<file path="src/rtl/fwd_pkg.sv">
package fwd_pkg;
  typedef enum logic [1:0] {
    SEL_RF      = 2'd0,
    SEL_EXM_ALU = 2'd1,
    SEL_MWB_ALU = 2'd2,
    SEL_MWB_LD  = 2'd3
  } fwd_sel_e;
endpackage

</file>
<file path="src/rtl/fwd_match.sv">
module fwd_match #(
  parameter int unsigned RW = 5
) (
  input  logic          valid_i,
  input  logic          wr_i,
  input  logic [RW-1:0] rd_i,
  input  logic [RW-1:0] src_i,
  output logic          hit_o
);
  // register 0 is hardwired and never forwarded
  assign hit_o = valid_i & wr_i & (rd_i != '0) & (rd_i == src_i);
endmodule

</file>
<file path="src/rtl/fwd_alu_sel.sv">
module fwd_alu_sel
  import fwd_pkg::*;
#(
  parameter int unsigned RW = 5
) (
  input  logic          [RW-1:0] src_i,
  input  logic                   exm_valid_i,
  input  logic                   exm_wr_i,
  input  logic                   exm_load_i,
  input  logic          [RW-1:0] exm_rd_i,
  input  logic                   mwb_valid_i,
  input  logic                   mwb_wr_i,
  input  logic                   mwb_load_i,
  input  logic          [RW-1:0] mwb_rd_i,
  output fwd_sel_e               sel_o,
  output logic                   ld_use_o
);
  logic exm_hit, mwb_hit;

  fwd_match #(.RW(RW)) u_exm (
    .valid_i(exm_valid_i), .wr_i(exm_wr_i), .rd_i(exm_rd_i),
    .src_i(src_i), .hit_o(exm_hit)
  );
  fwd_match #(.RW(RW)) u_mwb (
    .valid_i(mwb_valid_i), .wr_i(mwb_wr_i), .rd_i(mwb_rd_i),
    .src_i(src_i), .hit_o(mwb_hit)
  );

  // load data in EX/MEM is not ready yet: no bypass, request a stall
  assign ld_use_o = exm_hit & exm_load_i;

  always_comb begin
    sel_o = SEL_RF;
    if (exm_hit && !exm_load_i) sel_o = SEL_EXM_ALU;
    else if (mwb_hit)           sel_o = mwb_load_i ? SEL_MWB_LD : SEL_MWB_ALU;
  end
endmodule

</file>
<file path="src/rtl/fwd_store_sel.sv">
module fwd_store_sel #(
  parameter int unsigned RW   = 5,
  parameter int unsigned XLEN = 32
) (
  input  logic            exm_valid_i,
  input  logic            exm_store_i,
  input  logic [RW-1:0]   exm_st_rs_i,
  input  logic [XLEN-1:0] exm_st_data_i,
  input  logic            mwb_valid_i,
  input  logic            mwb_wr_i,
  input  logic            mwb_load_i,
  input  logic [RW-1:0]   mwb_rd_i,
  input  logic [XLEN-1:0] mwb_alu_i,
  input  logic [XLEN-1:0] mwb_ld_i,
  output logic            sel_o,
  output logic [XLEN-1:0] data_o
);
  logic hit;

  fwd_match #(.RW(RW)) u_mwb (
    .valid_i(mwb_valid_i), .wr_i(mwb_wr_i), .rd_i(mwb_rd_i),
    .src_i(exm_st_rs_i), .hit_o(hit)
  );

  assign sel_o  = exm_valid_i & exm_store_i & hit;
  assign data_o = !sel_o    ? exm_st_data_i :
                  mwb_load_i ? mwb_ld_i : mwb_alu_i;
endmodule

</file>
<file path="src/rtl/fwd_unit.sv">
module fwd_unit
  import fwd_pkg::*;
#(
  parameter int unsigned XLEN = 32,
  parameter int unsigned NREG = 32,
  localparam int unsigned RW  = $clog2(NREG)
) (
  input  logic            ex_valid_i,
  input  logic            ex_store_i,
  input  logic [RW-1:0]   ex_rs1_i,
  input  logic [RW-1:0]   ex_rs2_i,
  input  logic [XLEN-1:0] rf_rs1_data_i,
  input  logic [XLEN-1:0] rf_rs2_data_i,
  input  logic            exm_valid_i,
  input  logic            exm_wr_i,
  input  logic            exm_load_i,
  input  logic            exm_store_i,
  input  logic [RW-1:0]   exm_rd_i,
  input  logic [RW-1:0]   exm_st_rs_i,
  input  logic [XLEN-1:0] exm_alu_i,
  input  logic [XLEN-1:0] exm_st_data_i,
  input  logic            mwb_valid_i,
  input  logic            mwb_wr_i,
  input  logic            mwb_load_i,
  input  logic [RW-1:0]   mwb_rd_i,
  input  logic [XLEN-1:0] mwb_alu_i,
  input  logic [XLEN-1:0] mwb_ld_i,
  output logic [1:0]      opa_sel_o,
  output logic [1:0]      opb_sel_o,
  output logic [XLEN-1:0] opa_o,
  output logic [XLEN-1:0] opb_o,
  output logic            st_sel_o,
  output logic [XLEN-1:0] st_data_o,
  output logic            stall_o
);
  localparam int unsigned NOPS = 2;

  logic [RW-1:0]   src     [NOPS];
  logic [XLEN-1:0] rf_data [NOPS];
  fwd_sel_e        sel     [NOPS];
  logic [XLEN-1:0] op      [NOPS];
  logic [NOPS-1:0] ld_use;

  assign src[0]     = ex_rs1_i;
  assign src[1]     = ex_rs2_i;
  assign rf_data[0] = rf_rs1_data_i;
  assign rf_data[1] = rf_rs2_data_i;

  for (genvar g = 0; g < NOPS; g++) begin : g_op
    fwd_alu_sel #(.RW(RW)) u_sel (
      .src_i      (src[g]),
      .exm_valid_i(exm_valid_i),
      .exm_wr_i   (exm_wr_i),
      .exm_load_i (exm_load_i),
      .exm_rd_i   (exm_rd_i),
      .mwb_valid_i(mwb_valid_i),
      .mwb_wr_i   (mwb_wr_i),
      .mwb_load_i (mwb_load_i),
      .mwb_rd_i   (mwb_rd_i),
      .sel_o      (sel[g]),
      .ld_use_o   (ld_use[g])
    );

    always_comb begin
      unique case (sel[g])
        SEL_EXM_ALU: op[g] = exm_alu_i;
        SEL_MWB_ALU: op[g] = mwb_alu_i;
        SEL_MWB_LD:  op[g] = mwb_ld_i;
        default:     op[g] = rf_data[g];
      endcase
    end
  end

  assign opa_sel_o = sel[0];
  assign opb_sel_o = sel[1];
  assign opa_o     = op[0];
  assign opb_o     = op[1];

  // store data of an EX store is picked up later by the MEM-stage path
  assign stall_o = ex_valid_i & (ld_use[0] | (ld_use[1] & ~ex_store_i));

  fwd_store_sel #(.RW(RW), .XLEN(XLEN)) u_st (
    .exm_valid_i  (exm_valid_i),
    .exm_store_i  (exm_store_i),
    .exm_st_rs_i  (exm_st_rs_i),
    .exm_st_data_i(exm_st_data_i),
    .mwb_valid_i  (mwb_valid_i),
    .mwb_wr_i     (mwb_wr_i),
    .mwb_load_i   (mwb_load_i),
    .mwb_rd_i     (mwb_rd_i),
    .mwb_alu_i    (mwb_alu_i),
    .mwb_ld_i     (mwb_ld_i),
    .sel_o        (st_sel_o),
    .data_o       (st_data_o)
  );
endmodule

</file>
<file path="config.mk">
export PLATFORM = sky130hd
export DESIGN_NAME = fwd_unit
export DESIGN_NICKNAME = d
export VERILOG_FILES = /design/src/rtl/fwd_pkg.sv /design/src/rtl/fwd_match.sv /design/src/rtl/fwd_alu_sel.sv /design/src/rtl/fwd_store_sel.sv /design/src/rtl/fwd_unit.sv
export SDC_FILE = /design/constraint.sdc
export NUM_CORES = 1
export LEC_CHECK = 0
export BUFFER_PORTS_ARGS = -buffer_cell sky130_fd_sc_hd__buf_2
export CORE_AREA = 2 2 128 130
export DETAILED_ROUTE_END_ITERATION = 10
export DIE_AREA = 0 0 130 132
export PLACE_DENSITY = 0.54
export SETUP_SLACK_MARGIN = 0.02
export SYNTH_ARGS = -nofsm -noshare
export SYNTH_HDL_FRONTEND = slang
export SYNTH_SLANG_ARGS = --single-unit
export TNS_END_PERCENT = 100
</file>
<file path="constraint.sdc">
create_clock -name vclk -period 2.6
set_input_delay 0.26 -clock vclk [all_inputs]
set_output_delay 0.26 -clock vclk [all_outputs]
set_load 0.005 [all_outputs]
</file>
[Word level (Yosys, flattened, before mapping)]
Cells that the tools add are included.
Word-level totals
  output and inout bits: 102
  flip-flop bits (word level): 0
Operators by class
  reduce and logical (&&, ||, !) cells: 5
  equal/unequal tests: 11
  muxes and demuxes: 9
  bitwise operators: 17
Operators by type and width (number)
  $pmux W32 S3: 2
  $mux W32: 2
  $eq A5 B5 Y1: 5
  $and A1 B1 Y1: 15
  $reduce_bool A5 Y1: 2
  $eq A2 B2 Y1 const B: 4
  $mux W2: 4
  $eq A2 B1 Y1 const B: 2
  $logic_and A1 B1 Y1: 2
  $logic_not A1 Y1: 1
  $mux W1: 1
  $not A1 Y1: 1
  $or A1 B1 Y1: 1

[Depth between registers and ports, before layout]
  word-level depth: 7
  gate-level depth with buffers: 7

[Hierarchy]
From an unflattened synthesis, not the netlist that was laid out.
Second synthesis, totals
  cells, all modules: 257
  area total of the unflattened synthesis: 3195.6 sq um
Modules (own cells, without submodules)
  fwd_unit: times used 1, cells each 80, area each 1642.8 sq um
  fwd_store_sel: times used 1, cells each 117, area each 1096.1 sq um
  fwd_match: times used 5, cells each 10, area each 76.3 sq um
  fwd_alu_sel: times used 2, cells each 5, area each 37.5 sq um

[Worst setup path after synthesis]
OpenSTA, ideal clock, no wires.
  path type: input port to output port
  start: input port mwb_rd_i[0]
  end: output port st_data_o[10]
  cell stages on the path: 7
  required time: 2.340 ns
  setup slack: 0.595 ns
  arrival time: 1.745 ns
  cell sequence: clkbuf_2 xnor2_1 nand4_1 or4_1 buf_4 buf_6 mux2_4
On the way
  cells in the longest elaborated chain, start to end: 5
  elaborated cells on any way between the ends: 6
Ends and longest elaborated chain
  start: declaration: RTL line fwd_unit.sv:25  | input logic [RW-1:0] mwb_rd_i,
  $reduce_bool A5 Y1: RTL line fwd_match.sv:11  | assign hit_o = valid_i & wr_i & (rd_i != '0) & (rd_i == src_i);
  $and A1 B1 Y1: RTL line fwd_match.sv:11
  $and A1 B1 Y1 (*): RTL line fwd_match.sv:11
  $and A1 B1 Y1 (*): RTL line fwd_store_sel.sv:25  | assign sel_o = exm_valid_i & exm_store_i & hit;
  $mux W32 (*): RTL line fwd_store_sel.sv:26  | assign data_o = !sel_o ? exm_st_data_i :
  end: declaration: RTL line fwd_unit.sv:33  | output logic [XLEN-1:0] st_data_o,
Every way passes the cells marked *; elsewhere a longest branch is shown, timed or not.

[Worst setup path after layout]
  start: input port mwb_rd_i[1]
  end: output port st_data_o[1]
The elaborated chain is that of the path after synthesis.

==> impl_results.md <==
* Final slew viol count at 0
* Fraction of layout cells with a size suffix above 1 at 67.5%
* Kind of end point of the critical path: output pin
* Largest net degree at the start of global routing at 67
* Starting DRT DRC Count at 306
* PwrDens at 173 mW/mm^2
* Die area at 0.0172 mm^2
* Placed Instances at 952
* Sequential cells at 0
* # clk buffers at 0
* NumNets Final at around 960
* LEAKAGE at between 2 and 2.5 nW
* Share of the synthesized area in the top cell type at 20.0%
* Vias per cell at 5.71
* Routed Antenna Nets at 0
* Slew margin rel. at between 50% and 60%
* Mapped cell area at 0.00362 mm^2
* WL final at between 20 and 25 mm
* Top cells by count, synth: nand4_1 (66), nor4_1 (66), a31oi_1 (64), o31ai_2 (58), clkbuf_1 (55)
* Status: finished, final reports clean
* Vias at 5438
* Die Ht at ~130 um
* DP HPWL at 15.8 mm
* Routability congestion estimate at 0.845
* Crit path required time at 2.34 ns
* Overall die width at around 130 um
* RSZ-0062 raised after global routing: no
* CP arrival at 2.23 ns
* First-pass GRT wire length at 30.0 mm
* Post-synth top area cell: o31ai_2
* Starting Density at 23.1%
* Hold WC Path Type: in2out
* Endpoints failing setup at 0
* Setup WS pre-CTS at 0.105 ns
* Vias in the first global route at 5439
* Max capacitance violation total at 0
* TNS Setup at 0 ns
* Part of the cycle the worst path needs at 95.9%
* Hold Startpoint: exm_st_data_i[4]
* FF/Latch Area at 0 um^2
* Area growth syn-to-layout at 52.5%
* Syn Area/Cell at 7.95 um^2
* Warnings, synthesis at 0
* Final Util at 35.2%
* Crit-path max FO at 22
* Final Hold Fails at 0
* Top cells by area, synth: o31ai_2 (20%), mux2_4 (12%), nand4_1 (11%)
* Wirelength per Cell at 21.8 um
* Hold Path Stages at 3
* Row count at 46
* # DRC at 0
* Total track usage at between 20 and 25%
* Core Area at 0.0157 mm^2
* Synth Instances at about 460
* Slew @ Worst Pin at just over 0.6 ns
* Critical path class: in2out
* Post-cts sizing count at 0
* Cell Count, Final, Fillers Out at 953
* Hold-fix buffers at CTS at 0
* Power Total at approximately 960 uW
* # fillers at 1734
* Minimum clock period at 2.49 ns
* Maximum VDD drop at 0.0844 mV
* Cell variety after synth at 30
* Post-route worst setup slack at 0.107 ns
* Achievable Freq at 0.401 GHz
* GRT Residual Overflow at 0
* Syn_nets at just under 700
* # Post-CTS Setup Buffers at 0
* Initial antenna violation count at 1
* Sequential element share of the synthesized area at 0%
* Port-buffer cells at 328
* First-pass DRT Iterations at 5
* Io pins at 328
* Worst Hold Path EP: st_data_o[4]
* CP Launch Type: input pin
-- critical path: stages --
cell,delay (ns)
buf_2,0.14
or4_4,0.56
o211ai_4,0.20
or4_2,0.17
buf_4,0.36
mux2_2,0.38
buf_2,0.12
-- per-stage QoR --
| stage | area [um^2] | hold WS (ns) |
|---|---|---|
| 6_report | 5530 | 0.810 |
| 4_1_cts | 5520 | 0.812 |
| 3_3_place_gp | 5520 | 0.811 |
| 5_1_grt | 5530 | 0.823 |
| 3_5_place_dp | 5520 | 0.812 |
| 2_1_floorplan | 3620 | 0.616 |
-- cells in the final DEF, fill, tap and decap left out --
cell,synthesis,layout
nor4_1,66,66
nand4_1,66,66
mux2_2,35,35
buf_2,9,328
o211ai_4,0,1
xor2_1,11,11
diode_2,0,1
a211oi_1,1,1
a41o_1,2,2
o31ai_2,58,58
buf_4,1,22
nor3_2,0,2
xnor2_1,14,14
nor2_1,3,1
or4_2,0,1
nor2_4,0,2
nand3_2,0,2
buf_12,0,8
or4_4,1,1
o2111a_2,0,1
inv_1,2,2
o211a_2,0,1
nand3b_1,1,1
o31ai_1,6,6
a31oi_1,64,64
and3_2,0,4
and2_2,0,2
mux2_4,29,29
or4_1,2,1
nand2_1,4,4
-- metal layers --
metal | up-vias | track usage (%) | part of all wire, %
met5 | - | 0 | 0
met3 | 35 | 2.92 | 7.6
met4 | 0 | 6.63 | 2.4
met2 | 335 | 39.1 | 49
met1 | 2583 | 27.4 | 41
li1 | 2485 | - | -
-- power breakdown --
group / internal (mW) / leakage (nW) / switching (mW)
sequential: 0 / 0 / 0
clock: 0.0000000517 / 0.00000634 / 0
combinational: 0.413 / 2.43 / 0.542
total: 0.413 / 2.43 / 0.542
-- worst max path at each step --
stage / startpoint / end / slack, ns / depth (start not counted)
2_1_floorplan: mwb_rd_i[0] / st_data_o[10] / 0.59 / 7
3_3_place_gp: mwb_rd_i[1] / st_data_o[1] / 0.14 / 7
3_5_place_dp: mwb_rd_i[1] / st_data_o[1] / 0.10 / 7
4_1_cts: mwb_rd_i[1] / st_data_o[1] / 0.10 / 7
5_1_grt: mwb_rd_i[1] / st_data_o[1] / 0.02 / 7
6_report: mwb_rd_i[1] / st_data_o[1] / 0.11 / 7
-- final cells by class --
cell class | instances | area [um^2] | area share [%]
inverters | 2 | 7.51 | 0.136
multi-input cells | 376 | 3280 | 59.3
diodes | 1 | 2.50 | 0.0453
repair buffers | 358 | 1970 | 35.6
well taps | 216 | 270 | 4.89
-- cell families (layout without fill, tap and decap cells) --
| logic type | after synthesis | after routing | synth area share, % |
|---|---|---|---|
| and+or+nand+nor | 153 | 153 | 26.0 |
| xor gates and xnor gates | 25 | 25 | 6.04 |
| other | 0 | 1 | 0 |
| muxes | 64 | 64 | 22.9 |
| AOI/OAI and AO/OA | 134 | 134 | 34.0 |
| buffers and inverters | 80 | 360 | 11.0 |
Note: power is estimated with default switching activity, not from simulation.
